**src/rtl/capture_ring_ctrl.sv**
```systemverilog
module capture_ring_ctrl #(
  parameter int AW   = 32,
  parameter int DW   = 32,
  parameter int RA   = 8,
  parameter int STEP = 4
) (
  input  logic          clk,
  input  logic          rst,
  input  logic          log_valid,
  input  logic [DW-1:0] log_data,
  input  logic          wb_cyc,
  input  logic          wb_stb,
  input  logic          wb_we,
  input  logic [RA-1:0] wb_addr,
  input  logic [31:0]   wb_wdata,
  output logic          wb_ack,
  output logic [31:0]   wb_rdata,
  output logic          mem_wr,
  output logic [AW-1:0] mem_addr,
  output logic [DW-1:0] mem_data,
  input  logic          mem_stall
);
  localparam int IW = RA - 2;

  logic          en_q, cont_q, run_q, wr_q;
  logic [AW-1:0] base_q, end_q, rd_q, cur_q, maddr_q;
  logic [DW-1:0] mdata_q;
  logic [3:0]    sts_q;
  logic [31:0]   rmux;

  wire [IW-1:0] idx    = wb_addr[RA-1:2];
  wire          lane0  = (wb_addr[1:0] == 2'b00);
  wire          bus_go = wb_stb & wb_cyc & ~wb_ack;
  wire          bus_wr = bus_go & wb_we & lane0;
  wire          arm    = bus_wr && (idx == IW'(0)) && wb_wdata[0] && !en_q;
  wire          active = en_q & run_q;
  wire          free   = ~wr_q | ~mem_stall;
  wire          take   = log_valid & active & free;
  wire          drop   = log_valid & active & ~free;
  wire          done   = wr_q & ~mem_stall;
  wire [AW-1:0] inc    = cur_q + AW'(STEP);
  wire          at_end = (inc >= end_q);
  wire [AW-1:0] nxt    = (at_end && cont_q) ? base_q : inc;

  assign mem_wr   = wr_q;
  assign mem_addr = maddr_q;
  assign mem_data = mdata_q;

  always_comb begin
    rmux = '0;
    if (lane0)
      case (idx)
        IW'(0): rmux = {30'd0, cont_q, en_q};
        IW'(1): rmux = 32'(base_q);
        IW'(2): rmux = 32'(end_q);
        IW'(3): rmux = {28'd0, sts_q};
        IW'(4): rmux = 32'(cur_q);
        IW'(5): rmux = 32'(rd_q);
        default: rmux = '0;
      endcase
  end

  always_ff @(posedge clk or posedge rst) begin
    if (rst) begin
      wb_ack <= 1'b0; wb_rdata <= '0;
      en_q <= 1'b0; cont_q <= 1'b0; run_q <= 1'b0; wr_q <= 1'b0;
      base_q <= '0; end_q <= '0; rd_q <= '0; cur_q <= '0;
      maddr_q <= '0; mdata_q <= '0; sts_q <= '0;
    end else begin
      wb_ack <= bus_go;
      if (bus_go) wb_rdata <= rmux;
      if (bus_wr)
        case (idx)
          IW'(0): begin en_q <= wb_wdata[0]; cont_q <= wb_wdata[1]; end
          IW'(1): base_q <= AW'(wb_wdata);
          IW'(2): end_q  <= AW'(wb_wdata);
          IW'(5): rd_q   <= AW'(wb_wdata);
          default: ;
        endcase
      if (arm) begin
        cur_q <= base_q;
        sts_q <= '0;
        run_q <= 1'b1;
      end else begin
        if (take) begin
          cur_q <= nxt;
          if (at_end && cont_q)  sts_q[1] <= 1'b1;
          if (at_end && !cont_q) run_q <= 1'b0;
          if (nxt == rd_q)       sts_q[3] <= 1'b1;
        end
        if (drop) sts_q[2] <= 1'b1;
        if (done) sts_q[0] <= 1'b1;
      end
      if (free) begin
        wr_q <= take;
        if (take) begin
          maddr_q <= cur_q;
          mdata_q <= log_data;
        end
      end
    end
  end

  a_r9_hold: assert property (@(posedge clk) disable iff (rst)
    mem_wr && mem_stall |=> mem_wr && $stable(mem_addr) && $stable(mem_data));

  a_r10_drop: assert property (@(posedge clk) disable iff (rst)
    log_valid && en_q && run_q && mem_wr && mem_stall |=> sts_q[2]);

  a_r12_sticky: assert property (@(posedge clk) disable iff (rst)
    !arm |=> ((sts_q & $past(sts_q)) == $past(sts_q)));

  a_r6_wrap: assert property (@(posedge clk) disable iff (rst)
    take && cont_q && at_end |=> cur_q == $past(base_q));

  a_r5_addr: assert property (@(posedge clk) disable iff (rst)
    take |=> mem_wr && mem_addr == $past(cur_q));

  a_r4_arm: assert property (@(posedge clk) disable iff (rst)
    arm |=> cur_q == $past(base_q) && sts_q == 4'd0);
endmodule

```
**config.mk**
```make
export PLATFORM = sky130hd
export DESIGN_NAME = capture_ring_ctrl
export DESIGN_NICKNAME = d
export VERILOG_FILES = /design/src/rtl/capture_ring_ctrl.sv
export SDC_FILE = /design/constraint.sdc
export NUM_CORES = 1
export LEC_CHECK = 0
export ABC_AREA = 1
export BUFFER_PORTS_ARGS = -buffer_cell sky130_fd_sc_hd__clkbuf_2
export CAP_MARGIN = 15
export CELL_PAD_IN_SITES_DETAIL_PLACEMENT = 0
export CELL_PAD_IN_SITES_GLOBAL_PLACEMENT = 1
export CORE_ASPECT_RATIO = 1.5
export CORE_MARGIN = 3
export CORE_UTILIZATION = 43
export DETAILED_ROUTE_END_ITERATION = 8
export PLACE_DENSITY_LB_ADDON = 0.15
export SLEW_MARGIN = 10
export SYNTH_ARGS = -nofsm -noshare
export SYNTH_HDL_FRONTEND = slang
export SYNTH_SLANG_ARGS = --single-unit
```
**constraint.sdc**
```tcl
create_clock -name clk -period 9.1 [get_ports clk]
set_clock_uncertainty 0.15 [all_clocks]
set_input_delay 0.455 -clock clk [delete_from_list [all_inputs] [get_ports clk]]
set_output_delay 0.455 -clock clk [all_outputs]
set_load 0.005 [all_outputs]
```
# Word-level counts from Yosys, hierarchy flattened
# Index checks and enable logic that the tools add are counted.
op_classes:
  reduce_logical: 23
  n_bitwise: 14
  addsub: 1
  n_mux: 15
  eq_ne: 6
  n_lt_le_gt_ge: 1
  div: 0
  shifts: 0
  mul: 0
ops:
  columns: ["operator", "n"]
  rows:
  - ["$pmux 32 s6", 1]
  - ["$mux 32", 4]
  - ["$add 32x3->32 const B", 1]
  - ["$eq 32x32->1", 1]
  - ["$ge 32x32->1", 1]
  - ["$reduce_and 2->1", 8]
  - ["$eq 6x2->1 const B", 2]
  - ["$eq 6x3->1 const B", 2]
  - ["$reduce_bool 2->1", 6]
  - ["$and 1x1->1", 9]
  - ["$mux 1", 9]
  - ["$eq 6x1->1 const B", 1]
  - ["$logic_not 6->1", 1]
  - ["$logic_and 1x1->1", 5]
  - ["$mux 4", 1]
  - ["$not 1->1", 4]
  - ["$logic_not 1->1", 2]
  - ["$logic_not 2->1", 1]
  - ["$or 1x1->1", 1]
word_totals:
  out_inout_bits: 98
  ramBits: 0
  n_memories: 0
  in_bits: 79
  rom_bits: 0
  latchBits: 0
  regBits: 233
  elab_cells: 76

# Depth between registers and ports, before layout
logic_depth:
  ltp_word: 9
  ltp_mapped: 30
  depth_no_buf: 29

# Worst setup path after synthesis
# OpenSTA, ideal clock, no wires.
synth_path:
  path_type: "register to register"
  start: "reg cur_q[2]"
  end: "reg sts_q[3]"
  required_time_ns: 8.877
  stages_incl_launch_ff: 30
  setup_time_ns: 0.073
  path_buffers: 2
  arrival_time_ns: 3.077
  synth_period_minus_slack_ns: 3.300
  path_slack_ns: 5.800
  path_cell_list: "dfrtp_1 -> ha_1 -> nand2_1 -> nor2_2 -> nand2_2 -> nor2_2 -> nand3_2 -> nor3_2 -> xor2_1 -> inv_1 -> ha_1 -> nand2_1 -> nor2_1 -> nand2_1 -> inv_1 -> a21oi_1 -> nand2_2 -> nand2_4 -> buf_6 -> buf_6 -> nand2_1 -> nand3_1 -> nand2_1 -> nor2_1 -> nand2_1 -> nor2_1 -> nand2_1 -> nor2_1 -> nand2_1 -> a21oi_2"
synth_between:
  elab_chain_len: 7
synth_rtl:
  columns: ["item", "line", "rtl"]
  rows:
  - ["start, declared", "26", "logic [AW-1:0] base_q, end_q, rd_q, cur_q, maddr_q;"]
  - ["start signal, assigned", "81", "cur_q <= base_q;"]
  - ["start signal, assigned", "86", "cur_q <= nxt;"]
  - ["$add 32x3->32 *", "41", "wire [AW-1:0] inc = cur_q + AW'(STEP);"]
  - ["$ge 32x32->1", "42", "wire at_end = (inc >= end_q);"]
  - ["$logic_and 1x1->1", "43", "wire [AW-1:0] nxt = (at_end && cont_q) ? base_q : inc;"]
  - ["$mux 32 *", "43", null]
  - ["$eq 32x32->1 *", "89", "if (nxt == rd_q) sts_q[3] <= 1'b1;"]
  - ["$reduce_bool 2->1 (no source line) *", null, null]
  - ["$reduce_and 2->1 (no source line) *", null, null]
  - ["end signal, assigned", "68", "maddr_q <= '0; mdata_q <= '0; sts_q <= '0;"]
  - ["end signal, assigned", "82", "sts_q <= '0;"]
  - ["end signal, assigned", "89", null]
  - ["end, declared", "28", "logic [3:0] sts_q;"]
# Every way passes the cells marked *; elsewhere a longest branch is shown, timed or not.
# A chain may end at the register's enable or synchronous reset.

# Worst setup path after layout
layout_path:
  start: "reg cur_q[11]"
  end: "reg sts_q[3]"
# The elaborated chain is that of the path after synthesis.

==> flow_metrics.tcl <==
set metrics [dict create \
    status "completed" \
    synth.avg_cell_area_um2 7.79 \
    antenna_found_initial 0 \
    min_to "base_q[17]$_DFFE_PP0P_" \
    yosysSeqAreaShare_pct 47.4 \
    max-slew-margin-rel_pct 19.7 \
    synth_top_cell_area_share_pct 47.4 \
    first_iter_violations 763 \
    crit_path_max_incr_delay_ns 0.54 \
    nets 1871 \
    postSynthCellCount 1577 \
    r2r_end "sts_q[3]$_DFFE_PP0P_" \
    hp-class "primary input to register" \
    syn_to_final_growth_pct 19.4 \
    worstReg2RegStart "cur_q[11]$_DFFE_PP0P_" \
    wl_per_cell_um 19.2 \
    cap_violations 0 \
    yosys_warnings 0 \
    synth.area.top_cells "dfrtp_1, nand2_1, o21ai_0, inv_1, ha_1" \
    worstRegToRegCells 27 \
    crit_top_cell "nand2_1" \
    powerDensity_nw_per_um2 155 \
    cts_buffers 25 \
    rows 75 \
    via_count 11301 \
    pre_cts_slack_ns 3.98 \
    routed_wl_um 40700 \
    die_h_um 213 \
    finalSetupTns_ns 0 \
    syn_area_um2 12300 \
    port_buffers 176 \
    die_x_um 144 \
    grt_max_degree 110 \
    cpMaxStageDelayCell "nand2_4" \
    crit_fanout 49 \
    tightest_slew_ns 1.20 \
    insertion_delay_ns 0.54 \
    min_period_ns 5.20 \
    hpwl_um 28500 \
    fmax_ghz 0.192 \
    cts_max_path_buffers 3 \
    clkTransAtPathRegs_ns 0.07 \
    critPathCaptureType "register" \
    cts_tree "done" \
    gp_congestion 0.934 \
    min-delay-start "wb_wdata[17]" \
    via_per_inst 5.33 \
    start_util_pct 43.8 \
    die-area_um2 30700 \
    rsz0062_at_grt "false" \
    gr-total-overflow 0 \
    core_area_um2 28100 \
    drc 0 \
    synth.distinct_cells 39 \
    ir_worst_vdd_uv 120 \
    cp.required_ns 9.42 \
    synth_top_area_cell "dfrtp_1" \
    synth_fp_nets 1690 \
    first_pass_iters 7 \
    setup-violations-final 0 \
    drive_above_1_share_pct 15.5 \
    clock_sinks 233 \
    worst_slack_ns 3.90 \
    whs_path_depth 3 \
    p_leak_nw 7.41 \
    slew_violations 0 \
    grt_pass1_wl_um 63000 \
    final_hold_viol_count 0 \
    seqCellArea_um2 5830 \
    p_total_mw 2.28 \
    diodes 0 \
    grt_pass1_vias 11358 \
    num-fill-cells 2742 \
    period_share_pct 57.2 \
    r2r_setup_slack_ns 3.90 \
    route.antenna.remaining_nets 0 \
    multi_input_area_um2 5450 \
    root_buffer "clkbuf_16" \
    crit_arrival_ns 5.52 \
    h-tree-depth 1 \
    startpoint_type "register" \
    utilization_pct 52.3 \
    ys_ff_latch 233 \
    cts-resized-gates 0 \
    io_pins 177 \
    globalRouteTotalUtil_pct 26.6 \
    crit_type "register to register" \
]
## placed cells by master (no fill, tap or decap), drive strengths merged, types with 34 or more instances in the layout
cell type	n
a21oi	38
clkbuf	212
dfrtp	233
dlygate4sd3	34
ha	34
inv	198
nand2	525
nand3	65
nor2	51
o21ai	225
## state kept, by name, indices dropped and copies added (netlist names), 4 cells and up
register and count:
base_q 32, cur_q 32, end_q 32, mem_addr 32
mem_data 32, rd_q 32, sts_q 4, wb_rdata 32
## synthesized netlist by cell type
| master | n |
|---|---|
| a21oi_2 | 1 |
| nand2_1 | 516 |
| nor4_1 | 2 |
| nor3_2 | 4 |
| nor2_4 | 7 |
| nand3b_1 | 15 |
| o2111ai_1 | 1 |
| a221oi_1 | 8 |
| and3_1 | 1 |
| o211ai_1 | 8 |
| nor3_1 | 9 |
| a2111oi_0 | 1 |
| and2_2 | 1 |
| inv_1 | 190 |
| xor2_1 | 23 |
| nand3_1 | 60 |
| nand2_2 | 8 |
| a211oi_1 | 2 |
| buf_1 | 6 |
| and2_1 | 1 |
| nand2_4 | 1 |
| inv_2 | 8 |
| nand3_2 | 5 |
| xor2_2 | 1 |
| buf_4 | 1 |
| nand4_1 | 15 |
| o21a_1 | 2 |
| buf_6 | 4 |
| dfrtp_1 | 233 |
| a21oi_1 | 37 |
| clkbuf_1 | 52 |
| nor2_1 | 40 |
| o22ai_1 | 18 |
| o21ai_0 | 220 |
| buf_2 | 6 |
| nor2_2 | 4 |
| o221ai_1 | 27 |
| ha_1 | 34 |
| o21ai_1 | 5 |
## per-stage QoR
step                std cells  cell area, um2  hold WS, ns
global placement         2041           13400        0.303
global route             2121           14700       0.0537
CTS                      2120           14600       0.0252
floorplan                1577           12300        0.293
finish                   2121           14700       0.0429
detailed placement       2042           13500        0.307
## power breakdown
group          total, mW  switching (mW)  internal [mW]
combinational      0.156           0.102         0.0540
clock               1.07           0.429          0.639
sequential          1.05         0.00845           1.04
## final cells by class
type | count | share of cell area, %
inverter | 198 | 5.13
sequential | 233 | 39.7
clock buffer | 36 | 4.95
timing repair buffer | 223 | 9.26
clock inverter | 8 | 0.844
tap | 346 | 2.95
multi-input combinational | 1077 | 37.1
## critical path, delay by kind of cell (launching register included)
| kind | cells | cell delay (ns) |
|---|---|---|
| adders and majority gates | 1 | 0.29 |
| DFF | 1 | 0.51 |
| and+or+nand+nor | 20 | 3.15 |
| buffers and inverters | 4 | 0.69 |
| AOI/OAI and AO/OA | 1 | 0.11 |
| xor gates and xnor gates | 1 | 0.19 |
## kinds of logic after synthesis
kind of cell / after synthesis / share of synthesized area (%)
xor+xnor: 24 / 1.77
buf+inv: 267 / 8.49
fa+ha+maj: 34 / 3.46
flops: 233 / 47.4
simple gates: 689 / 23.8
compound gates: 330 / 15.0
## worst max-delay path by stage
stage	startpoint	end	slack (ns)
5_1_grt	cur_q[11]$_DFFE_PP0P_	sts_q[3]$_DFFE_PP0P_	3.58
4_1_cts	cur_q[11]$_DFFE_PP0P_	sts_q[3]$_DFFE_PP0P_	3.94
3_3_place_gp	cur_q[11]$_DFFE_PP0P_	sts_q[3]$_DFFE_PP0P_	4.02
3_5_place_dp	cur_q[11]$_DFFE_PP0P_	sts_q[3]$_DFFE_PP0P_	3.98
6_report	cur_q[11]$_DFFE_PP0P_	sts_q[3]$_DFFE_PP0P_	3.90
2_1_floorplan	rst	base_q[0]$_DFFE_PP0P_	2.11
## layer usage
layer	global-route usage [%]	up-vias	part of all wire (%)
met2	48.1	364	52
met5	0	-	0
met1	30.8	5337	38
met4	13.5	0	5.5
li1	-	5484	-
met3	2.78	116	4.8
## what timing repair did
| item | CTS | global route |
|---|---|---|
| hold buffers | 34 | 0 |
| setup buffers | 0 | 0 |
| hold endpoints to repair | 140 | 0 |
Power figures use the tool's default switching activity.
